File: src/rtl/tap_pkg.sv
package tap_pkg;
  typedef enum logic [1:0] {ST_WAIT, ST_FETCH, ST_EXEC, ST_HALT} st_e;
  typedef enum logic [1:0] {CL_BR = 2'b00, CL_MEM = 2'b01, CL_ALU = 2'b10, CL_SYS = 2'b11} cls_e;
  localparam logic [2:0] FN_SHR  = 3'b011;
  localparam logic [2:0] FN_NONE = 3'b111;
  localparam logic [1:0] OP_SHR  = 2'b11;
endpackage

File: src/rtl/tap_decode.sv
module tap_decode
  import tap_pkg::*;
#(
  parameter int IW = 20,
  parameter int AW = 9,
  parameter int RW = 4,
  parameter int DW = 32
) (
  input  logic [IW-1:0] ir_i,
  input  logic          z_i,
  input  logic          n_i,
  output logic          halt_o,
  output logic          taken_o,
  output logic [AW-1:0] tgt_o,
  output logic          ld_o,
  output logic          st_o,
  output logic          byte_o,
  output logic [RW-1:0] ra_o,
  output logic [RW-1:0] rd_o,
  output logic          we_o,
  output logic [2:0]    fn_o,
  output logic          imm_sel_o,
  output logic [DW-1:0] imm_o,
  output logic          flag_we_o,
  output logic          disp_o,
  output logic          sw_o
);
  localparam int OP2_LO = IW - 4;
  localparam int ADR_HI = IW - 5;
  localparam int ADR_LO = IW - 4 - AW;
  localparam int MRG_LO = ADR_LO - RW;
  localparam int CC_B   = IW - 5;
  localparam int RR_B   = IW - 6;
  localparam int R1_LO  = IW - 6 - RW;
  localparam int R2_LO  = R1_LO - RW;
  localparam int IMW    = R1_LO;
  localparam int SRG_LO = IW - 4 - RW;

  cls_e       cls;
  logic [1:0] op2;
  logic       cond;

  assign cls   = cls_e'(ir_i[IW-1:IW-2]);
  assign op2   = ir_i[IW-3:OP2_LO];
  assign tgt_o = ir_i[ADR_HI:ADR_LO];
  assign imm_o = {{(DW-IMW){ir_i[IMW-1]}}, ir_i[IMW-1:0]};

  always_comb begin
    unique case (op2)
      2'b00:   cond = 1'b1;
      2'b01:   cond = z_i;
      2'b10:   cond = ~z_i;
      default: cond = n_i;
    endcase
  end

  always_comb begin
    halt_o    = 1'b0;
    taken_o   = 1'b0;
    ld_o      = 1'b0;
    st_o      = 1'b0;
    byte_o    = 1'b0;
    ra_o      = '0;
    rd_o      = '0;
    we_o      = 1'b0;
    fn_o      = FN_NONE;
    imm_sel_o = 1'b0;
    flag_we_o = 1'b0;
    disp_o    = 1'b0;
    sw_o      = 1'b0;
    unique case (cls)
      CL_BR: taken_o = cond;
      CL_MEM: begin
        ra_o   = ir_i[ADR_LO-1:MRG_LO];
        rd_o   = ir_i[ADR_LO-1:MRG_LO];
        ld_o   = ~op2[0];
        st_o   = op2[0];
        byte_o = op2[1];
        we_o   = ~op2[0];
      end
      CL_ALU: begin
        we_o = 1'b1;
        if (op2 == OP_SHR) begin
          fn_o = FN_SHR;
        end else begin
          fn_o      = {ir_i[CC_B], op2};
          flag_we_o = ir_i[CC_B];
        end
        if (ir_i[RR_B]) begin
          ra_o = ir_i[R1_LO+RW-1:R1_LO];
          rd_o = ir_i[R2_LO+RW-1:R2_LO];
        end else begin
          ra_o      = ir_i[R1_LO+RW-1:R1_LO];
          rd_o      = ir_i[R1_LO+RW-1:R1_LO];
          imm_sel_o = 1'b1;
        end
      end
      default: begin
        unique case (op2)
          2'b00: begin
            disp_o = 1'b1;
            ra_o   = ir_i[ADR_HI:SRG_LO];
            rd_o   = ir_i[ADR_HI:SRG_LO];
          end
          2'b01: begin
            sw_o = 1'b1;
            we_o = 1'b1;
            ra_o = ir_i[ADR_HI:SRG_LO];
            rd_o = ir_i[ADR_HI:SRG_LO];
          end
          2'b11:   halt_o = &ir_i[ADR_HI:0];
          default: halt_o = 1'b0;
        endcase
      end
    endcase
  end
endmodule

File: src/rtl/tap_seq.sv
module tap_seq
  import tap_pkg::*;
(
  input  logic clk_i,
  input  logic rst_ni,
  input  logic ack_i,
  input  logic dbg_en_i,
  input  logic dbg_step_i,
  input  logic halt_i,
  output logic fetch_o,
  output logic exec_o,
  output logic halted_o
);
  st_e  st_q, st_d;
  logic go;

  // step pulse only matters in the wait state
  assign go = ack_i & (~dbg_en_i | dbg_step_i);

  always_comb begin
    st_d = st_q;
    unique case (st_q)
      ST_WAIT:  st_d = go ? ST_FETCH : ST_WAIT;
      ST_FETCH: st_d = ST_EXEC;
      ST_EXEC:  st_d = halt_i ? ST_HALT : ST_WAIT;
      default:  st_d = ST_HALT;
    endcase
  end

  always_ff @(posedge clk_i or negedge rst_ni) begin
    if (!rst_ni) st_q <= ST_WAIT;
    else         st_q <= st_d;
  end

  assign fetch_o  = (st_q == ST_FETCH);
  assign exec_o   = (st_q == ST_EXEC);
  assign halted_o = (st_q == ST_HALT);
endmodule

File: src/rtl/tap_pc.sv
module tap_pc #(
  parameter int AW = 9
) (
  input  logic          clk_i,
  input  logic          rst_ni,
  input  logic          exec_i,
  input  logic          hold_i,
  input  logic          load_i,
  input  logic [AW-1:0] tgt_i,
  output logic [AW-1:0] pc_o
);
  logic [AW-1:0] pc_q;

  always_ff @(posedge clk_i or negedge rst_ni) begin
    if (!rst_ni) begin
      pc_q <= '0;
    end else if (exec_i && !hold_i) begin
      pc_q <= load_i ? tgt_i : pc_q + AW'(1);
    end
  end

  assign pc_o = pc_q;
endmodule

File: src/rtl/tap_ctrl.sv
module tap_ctrl
  import tap_pkg::*;
#(
  parameter int IW = 20,
  parameter int AW = 9,
  parameter int RW = 4,
  parameter int DW = 32
) (
  input  logic          clk_i,
  input  logic          rst_ni,
  input  logic          ack_i,
  input  logic          dbg_en_i,
  input  logic          dbg_step_i,
  input  logic          flag_z_i,
  input  logic          flag_n_i,
  input  logic [IW-1:0] mem_rdata_i,
  output logic [AW-1:0] mem_addr_o,
  output logic          mem_ld_o,
  output logic          mem_st_o,
  output logic          mem_byte_o,
  output logic [RW-1:0] rf_a_o,
  output logic [RW-1:0] rf_d_o,
  output logic          rf_we_o,
  output logic [2:0]    alu_fn_o,
  output logic          alu_imm_sel_o,
  output logic [DW-1:0] imm_o,
  output logic          flag_we_o,
  output logic          disp_we_o,
  output logic          sw_rd_o,
  output logic          exec_o,
  output logic [AW-1:0] pc_o,
  output logic [IW-1:0] ir_o,
  output logic          halted_o
);
  logic          fetch, exec;
  logic [IW-1:0] ir_q;
  logic [AW-1:0] pc;
  logic          d_halt, d_taken, d_ld, d_st, d_byte, d_we, d_isel, d_fwe, d_disp, d_sw;
  logic [AW-1:0] d_tgt;
  logic [RW-1:0] d_ra, d_rd;
  logic [2:0]    d_fn;
  logic [DW-1:0] d_imm;

  tap_seq u_seq (
    .clk_i      (clk_i),
    .rst_ni     (rst_ni),
    .ack_i      (ack_i),
    .dbg_en_i   (dbg_en_i),
    .dbg_step_i (dbg_step_i),
    .halt_i     (d_halt),
    .fetch_o    (fetch),
    .exec_o     (exec),
    .halted_o   (halted_o)
  );

  always_ff @(posedge clk_i or negedge rst_ni) begin
    if (!rst_ni)    ir_q <= '0;
    else if (fetch) ir_q <= mem_rdata_i;
  end

  tap_decode #(.IW(IW), .AW(AW), .RW(RW), .DW(DW)) u_dec (
    .ir_i      (ir_q),
    .z_i       (flag_z_i),
    .n_i       (flag_n_i),
    .halt_o    (d_halt),
    .taken_o   (d_taken),
    .tgt_o     (d_tgt),
    .ld_o      (d_ld),
    .st_o      (d_st),
    .byte_o    (d_byte),
    .ra_o      (d_ra),
    .rd_o      (d_rd),
    .we_o      (d_we),
    .fn_o      (d_fn),
    .imm_sel_o (d_isel),
    .imm_o     (d_imm),
    .flag_we_o (d_fwe),
    .disp_o    (d_disp),
    .sw_o      (d_sw)
  );

  tap_pc #(.AW(AW)) u_pc (
    .clk_i  (clk_i),
    .rst_ni (rst_ni),
    .exec_i (exec),
    .hold_i (d_halt),
    .load_i (d_taken),
    .tgt_i  (d_tgt),
    .pc_o   (pc)
  );

  assign mem_addr_o    = (exec && (d_ld || d_st)) ? d_tgt : pc;
  assign mem_ld_o      = fetch | (exec & d_ld);
  assign mem_st_o      = exec & d_st;
  assign mem_byte_o    = exec & d_byte;
  assign rf_a_o        = d_ra;
  assign rf_d_o        = d_rd;
  assign rf_we_o       = exec & d_we;
  assign alu_fn_o      = exec ? d_fn : FN_NONE;
  assign alu_imm_sel_o = exec & d_isel;
  assign imm_o         = d_imm;
  assign flag_we_o     = exec & d_fwe;
  assign disp_we_o     = exec & d_disp;
  assign sw_rd_o       = exec & d_sw;
  assign exec_o        = exec;
  assign pc_o          = pc;
  assign ir_o          = ir_q;
endmodule

File: config.mk
export PLATFORM = sky130hd
export DESIGN_NAME = tap_ctrl
export DESIGN_NICKNAME = d
export VERILOG_FILES = /design/src/rtl/tap_pkg.sv /design/src/rtl/tap_decode.sv /design/src/rtl/tap_seq.sv /design/src/rtl/tap_pc.sv /design/src/rtl/tap_ctrl.sv
export SDC_FILE = /design/constraint.sdc
export NUM_CORES = 1
export LEC_CHECK = 0
export ABC_AREA = 1
export ABC_CLOCK_PERIOD_IN_PS = 3600
export BUFFER_PORTS_ARGS = -buffer_cell sky130_fd_sc_hd__buf_2
export CAP_MARGIN = 5
export CORE_ASPECT_RATIO = 2
export CORE_UTILIZATION = 32
export DETAILED_ROUTE_END_ITERATION = 7
export GPL_ROUTABILITY_DRIVEN = 0
export GPL_TIMING_DRIVEN = 0
export MAX_ROUTING_LAYER = met4
export PLACE_DENSITY = 0.57
export SYNTH_ARGS = -nofsm -noshare
export SYNTH_HDL_FRONTEND = slang
export SYNTH_HIERARCHICAL = 1
export SYNTH_SLANG_ARGS = --single-unit
File: constraint.sdc
create_clock -name clk_i -period 3.6 [get_ports clk_i]
set_input_delay 0.72 -clock clk_i [delete_from_list [all_inputs] [get_ports clk_i]]
set_output_delay 0.72 -clock clk_i [all_outputs]
set_load 0.01 [all_outputs]
==> summary.md, run 1 <==
| Metric | Value |
|---|---|
| Dominant cell type by area after synthesis | `dfrtp_1` |
| Worst-case reg-to-reg path depth | `9` |
| Clock root cell | `clkbuf_16` |
| Post-synth cell types | `24` |
| Skew-Pair Late Insertion Delay | `0.27 ns` |
| Grt ovf | `0` |
| Max_slew headroom | `between 40% and 50%` |
| P_sw | `~0.0015 W` |
| FFs w/ async S/R, synth | `100%` |
| Power density over the cells | `about 1000 nW/um^2` |
| Prevailing post-synth register cell | `dfrtp_1` |
| Clk pwr share | `roughly an eighth` |
| Largest net degree at the start of global routing | `32` |
| Clk slew on worst S/H paths | `~0.050 ns` |
| N_diodes | `0` |
| Setup violators final | `0` |
| Sequential fraction of the synthesis area | `between 30% and 40%` |
| Seq cells post-synth | `31` |
| Initial antenna violation count | `0` |
| Gate power share | `61.4%` |
| Setup TNS | `0 ns` |
| Sequential cell area | `776 um^2` |
| Initial core utilization | `about a third` |
| Fillers | `784` |
| Routed WL | `just over 7 mm` |
| Area growth syn-to-layout | `35.1%` |
| Longest Clk Path Bufs | `2` |
| Num ports | `118` |
| Die Span Y | `124 um` |
| Final Skew | `0.00195 ns` |
| Synth Net Count | `402` |
| Sw frac | `47.0%` |
| First drt pass iteration count | `4` |
| Final ANT Viol Nets | `0` |
| Commonest non-fill, non-tap cell in the layout | `nand2_1` |
| Area occupied by multi-input gates | `between 1000 and 1500 um^2` |
| Worst r2r src | `ir_o[9]$_DFFE_PN0P_` |
| CTS tree | `yes` |
| Hpwl dp | `5.80 mm` |
| Post_cts resized | `0` |
| RSZ-0062 raised after global routing | `false` |
| Maximum vdd drop | `0.408 mV` |
| CP Launch Type | `flip-flop` |
| CTS H-tree depth | `2` |
| Nets | `526` |
| Pin slew with the least headroom to its limit | `0.833 ns` |
| Die width | `between 60 and 70 um` |
| Core area | `7210 um^2` |
| EDFF count, synth | `0` |
| CP Max Fanout | `10` |
| Vias | `about 2600` |
| Yosys warns | `6` |
| Drt wl/cell | `12.1 um` |
| Slew Limit Fails | `0` |
| Vias per cell | `4.43` |
| Placed cell count | `583` |
| P_int | `0.00167 W` |
| Cells after synthesis | `374` |
| DRC | `0` |
| Crit Path Class | `reg2out` |
| Wire length of the first global-routing pass | `11.5 mm` |
| Std cell rows | `44` |
| First DRT Iteration DRCs | `~120` |
| CTS Hold Bufs | `0` |
| Ranking of synthesized cells by area | `dfrtp_1, nand2_1, buf_4, inv_1, nand3_1` |
| Worst r2r dst | `u_pc/pc_o[2]$_DFFE_PN0P_` |
| Post-CTS Repair Setup Buffers | `0` |
| HP Class | `in2async` |
| Flop pwr share | `26.0%` |
| Hold Violations, Final | `0` |
| Total CTS buffers | `5` |
| Full die area | `7830 um^2` |
| Status | `finished, final reports clean` |
| Cell Area, Synth | `2390 um^2` |
| Number of global-route vias before repair | `2393` |
| Final min period | `2.52 ns` |
| Most frequent cells in the layout | `nand2_1, buf_2, buf_4, inv_1, dfrtp_1` |
| CTS sink count | `31` |
| Pleak | `2.04 nW` |
| Mean Syn Cell Area | `6.39 um^2` |
| Max-cap violations | `0` |
| Max Freq | `397 MHz` |
| GRT Total Usage | `19.8%` |
| Layout Cells excl Fill | `591` |
| PortBufs | `117` |
| Flop2flop setup slack | `approximately 1.5 ns` |
| Final period utilization | `69.9%` |
| Layout cell share with drive strength beyond 1 | `37.9%` |
| Top-area cell type share of the netlist area | `32.5%` |
| Worst EP required | `around 2.9 ns` |
| Crit path DAT | `1.80 ns` |
| CP Capture Type | `primary output` |
-- area by class of cell --
class,instances,share of cell area (%)
flip-flops and latches,31,24.0
well taps,92,3.57
multi-input cells,253,33.3
clock buffers,7,4.11
clock inverters,1,0.155
plain buffers,51,12.1
inverters,39,4.54
repair buffers,117,18.1
-- per-stage QoR --
stage / hold slack, ns / util, % / worst slack (ns) / total power [W] / area, um^2
floorplan: 0.424 / - / 1.64 / 0.00204 / 2390
global placement: 0.508 / 42.8 / 1.37 / 0.00276 / 3090
detailed placement: 0.514 / 42.8 / 1.35 / 0.00279 / 3090
CTS: 0.528 / 44.7 / 1.05 / 0.00320 / 3230
global route: 0.568 / 44.7 / 0.877 / 0.00346 / 3230
finish: 0.501 / 44.7 / 1.08 / 0.00316 / 3230
-- worst max-delay path: stages, from the launching register on --
cell and delay (ns):
dfrtp_1 0.43, inv_1 0.09, nor2_2 0.23, inv_1 0.09
nor2_1 0.09, nand2_1 0.09, buf_4 0.21, nand3_1 0.09
nand2_1 0.07, buf_2 0.14
-- how the worst max path moves through the flow --
stage	cells after the start	startpoint	end	slack, ns
after floorplan	8	ir_o[18]$_DFFE_PN0P_	mem_addr_o[0]	1.64
after global placement	9	ir_o[18]$_DFFE_PN0P_	mem_addr_o[5]	1.37
after detailed placement	9	ir_o[18]$_DFFE_PN0P_	mem_addr_o[5]	1.35
after CTS	9	ir_o[18]$_DFFE_PN0P_	mem_addr_o[5]	1.05
after global routing	9	ir_o[18]$_DFFE_PN0P_	mem_addr_o[5]	0.88
final	9	ir_o[18]$_DFFE_PN0P_	mem_addr_o[5]	1.08
-- cells by family after synthesis --
logic type	share of synthesized area [%]
adders and majority gates	0.524
DFF	32.5
and+or+nand+nor	40.3
AOI/OAI and AO/OA	4.14
buffers and inverters	22.5
-- routing by layer --
metal / vias to the layer above / global-route usage (%) / wire [um] / part of all wire [%]
li1: 1351 / - / - / -
met1: 1167 / 20.4 / 2690 / 38
met4: 0 / 8.14 / 171 / 2.4
met5: - / - / 0 / 0
met2: 84 / 37.1 / 4010 / 56
met3: 15 / 2.47 / 284 / 4.0
-- Yosys cell counts, types with 2 or more instances --
cell,count
a21oi_1,6
buf_6,5
buf_4,42
nand3_1,25
nor3_1,2
nor2_1,27
buf_2,4
nor2_2,4
inv_2,4
nand2_2,2
or2_0,2
o21ai_1,3
nand2_1,167
inv_1,35
nand3_2,2
o21ai_0,6
dfrtp_1,31
-- registers in the layout (all words and copies together), names as in the netlist --
name        flops
ir_o           20
u_pc/pc_o       9
u_seq/st_q      2
-- power groups by stage --
stage	sequential [W]	combinational [W]	clock, W
floorplan	0.000821	0.00122	0
global placement	0.000825	0.00194	0
detailed placement	0.000827	0.00196	0
CTS	0.000823	0.00197	0.000412
global route	0.000866	0.00217	0.000425
finish	0.000821	0.00194	0.000400
No activity file was read; power rests on OpenSTA's default activity.
==> run 2, diff against run 1 <==
Settings changed: ABC_CLOCK_PERIOD_IN_PS 3600 to 2400.
Clock period 3.6 ns to 2.4 ns, I/O delays scaled along.
==> summary.md, run 2 (synthesis gave the netlist of run 1 again) <==
| Metric | Value |
|---|---|
| Status | `finished, final reports clean (unchanged)` |
| Max-cap violations | `0 (unchanged)` |
| Longest Clk Path Bufs | `2 (unchanged)` |
| Routed WL | `7.15 mm (was 7.16 mm)` |
| Layout cell share with drive strength beyond 1 | `37.9% (unchanged)` |
| CP Launch Type | `flip-flop (unchanged)` |
| Number of global-route vias before repair | `2393 (unchanged)` |
| Worst r2r dst | `u_pc/pc_o[2]$_DFFE_PN0P_ (unchanged)` |
| Most frequent cells in the layout | `nand2_1, buf_2, buf_4, inv_1, dfrtp_1 (unchanged)` |
| Flop2flop setup slack | `0.31 ns (was 1.51 ns)` |
| Setup violators final | `0 (unchanged)` |
| Area occupied by multi-input gates | `1080 um^2 (was 1070 um^2)` |
| Total CTS buffers | `5 (unchanged)` |
| Post-CTS Repair Setup Buffers | `0 (unchanged)` |
| Buf/Inv on CP | `4 (unchanged)` |
| Vias per cell | `4.43 (about the same)` |
| RSZ-0062 raised after global routing | `false (unchanged)` |
| CTS sink count | `31 (unchanged)` |
| First drt pass iteration count | `4 (unchanged)` |
| Worst r2r src | `ir_o[9]$_DFFE_PN0P_ (unchanged)` |
| Stages on worst setup path | `9 (unchanged)` |
| Die width | `63.1 um (unchanged)` |
| Max_slew headroom | `44.5% (about the same)` |
| First DRT Iteration DRCs | `117 (unchanged)` |
| Slew Limit Fails | `0 (unchanged)` |
| CTS H-tree depth | `2 (unchanged)` |
| Num ports | `118 (unchanged)` |
| Crit-path leading delay family | `buffers and inverters (was simple AND/OR/NAND/NOR gates)` |
| Max Freq | `454 MHz` |
| GRT Total Usage | `19.8% (unchanged)` |
| Hold Violations, Final | `0 (unchanged)` |
| Crit-path max cell delay | `0.43 ns (about the same)` |
| PortBufs | `117 (unchanged)` |
| Area growth syn-to-layout | `35.3% (was 35.1%)` |
| Full die area | `7830 um^2 (unchanged)` |
| Final min period | `about 2.2 ns` |
| Wire length of the first global-routing pass | `11.5 mm (unchanged)` |
| Hold_ws | `0.261 ns (was 0.501 ns)` |
| Commonest non-fill, non-tap cell in the layout | `nand2_1 (unchanged)` |
| Initial antenna violation count | `0 (unchanged)` |
| Core area | `7210 um^2 (unchanged)` |
| Crit path DAT | `1.72 ns (was 1.80 ns)` |
| Hpwl dp | `5.80 mm (unchanged)` |
| Die Span Y | `124 um (unchanged)` |
| Setup TNS | `0 ns (unchanged)` |
| Pin slew with the least headroom to its limit | `0.833 ns (about the same)` |
| Fillers | `784 (unchanged)` |
| CP Cell Sequence | `inv_1, nor2_4, inv_1, nor2_1, nand2_1, buf_4, nand3_1, nand2_1, buf_2 (was inv_1, nor2_2, inv_1, nor2_1, nand2_1, buf_4, nand3_1, nand2_1, buf_2)` |
| Final ANT Viol Nets | `0 (unchanged)` |
| Largest net degree at the start of global routing | `32 (unchanged)` |
| Nets | `526 (unchanged)` |
| Max FFs per register | `20 (unchanged)` |
| Worst EP required | `1.92 ns (was 2.88 ns)` |
| Pleak | `2.05 nW (was 2.04 nW)` |
| Sequential cell area | `776 um^2 (unchanged)` |
| Initial core utilization | `33.1% (unchanged)` |
| Maximum vdd drop | `0.612 mV (was 0.408 mV)` |
| Final period utilization | `91.8%` |
| CTS tree | `yes (unchanged)` |
| Skew-Pair Late Insertion Delay | `0.27 ns (about the same)` |
| Drt wl/cell | `12.1 um (about the same)` |
| Clk slew on worst S/H paths | `0.05 ns (about the same)` |
| Grt ovf | `0 (unchanged)` |
| HP Class | `in2async (unchanged)` |
| DRC | `0 (unchanged)` |
| CP Max Fanout | `10 (unchanged)` |
| Final Skew | `0.00194 ns (was 0.00195 ns)` |
| Crit Path Class | `reg2out (unchanged)` |
| Worst-case reg-to-reg path depth | `9 (unchanged)` |
| Std cell rows | `44 (unchanged)` |
| Vias | `2618 (was 2617)` |
| N_diodes | `0 (unchanged)` |
| Critical path's slowest cell | `dfrtp_1 (unchanged)` |
| Clock root cell | `clkbuf_16 (unchanged)` |
| Power density over the cells | `1470 nW/um^2 (was 980 nW/um^2)` |
| CP Capture Type | `primary output (unchanged)` |
## run 2: through the flow
| step | instance area, um^2 | std cells | worst slack [ns] | utilization, % | total power (W) |
|---|---|---|---|---|---|
| after CTS | 3230 | 591 | 0.0858 | 44.7 | 0.00480 |
| after detailed placement | 3090 | 583 | 0.288 | 42.8 | 0.00419 |
| after global routing | 3230 | 591 | 0.0109 | 44.8 | 0.00520 |
| final | 3230 | 591 | 0.197 | 44.8 | 0.00475 |
| after global placement | 3090 | 583 | 0.326 | 42.8 | 0.00415 |
| after floorplan | 2390 | 374 | 0.575 | - | 0.00306 |
## run 2: power breakdown
part           switching, W  internal [W]  total [W]
Clock              0.000218      0.000383   0.000600
Combinational       0.00156       0.00136    0.00292
Sequential         0.000461      0.000773    0.00123
## run 2: area by class of cell
class	instances	area share, %
clock buffer	7	4.10
sequential	31	24.0
timing repair buffer	117	18.1
multi-input combinational	253	33.4
inverter	39	4.53
clock inverter	1	0.155
buffer	51	12.1
tap	92	3.56
## run 2: worst max path at each step
stage / start / end / slack [ns]
2_1_floorplan: ir_o[9]$_DFFE_PN0P_ / u_pc/pc_o[2]$_DFFE_PN0P_ / 0.58
3_3_place_gp: ir_o[9]$_DFFE_PN0P_ / u_pc/pc_o[3]$_DFFE_PN0P_ / 0.33
3_5_place_dp: ir_o[9]$_DFFE_PN0P_ / u_pc/pc_o[0]$_DFFE_PN0P_ / 0.29
4_1_cts: ir_o[18]$_DFFE_PN0P_ / mem_addr_o[5] / 0.09
5_1_grt: ir_o[18]$_DFFE_PN0P_ / mem_addr_o[5] / 0.01
6_report: ir_o[18]$_DFFE_PN0P_ / mem_addr_o[5] / 0.20
## run 2: what timing repair did
action / 4_1_cts / 5_1_grt
hold buffers: 0 / 0
setup endpoints to repair: 0 / 9
gates resized for setup: 0 / 1
## run 2: layer usage
metal  track usage, %  wire [um]  vias up
li1                 -          -     1352
met3             2.47        284       15
met2             37.1       4010       84
met4             8.14        171        0
met1             20.4       2690     1167
met5                -          0        -
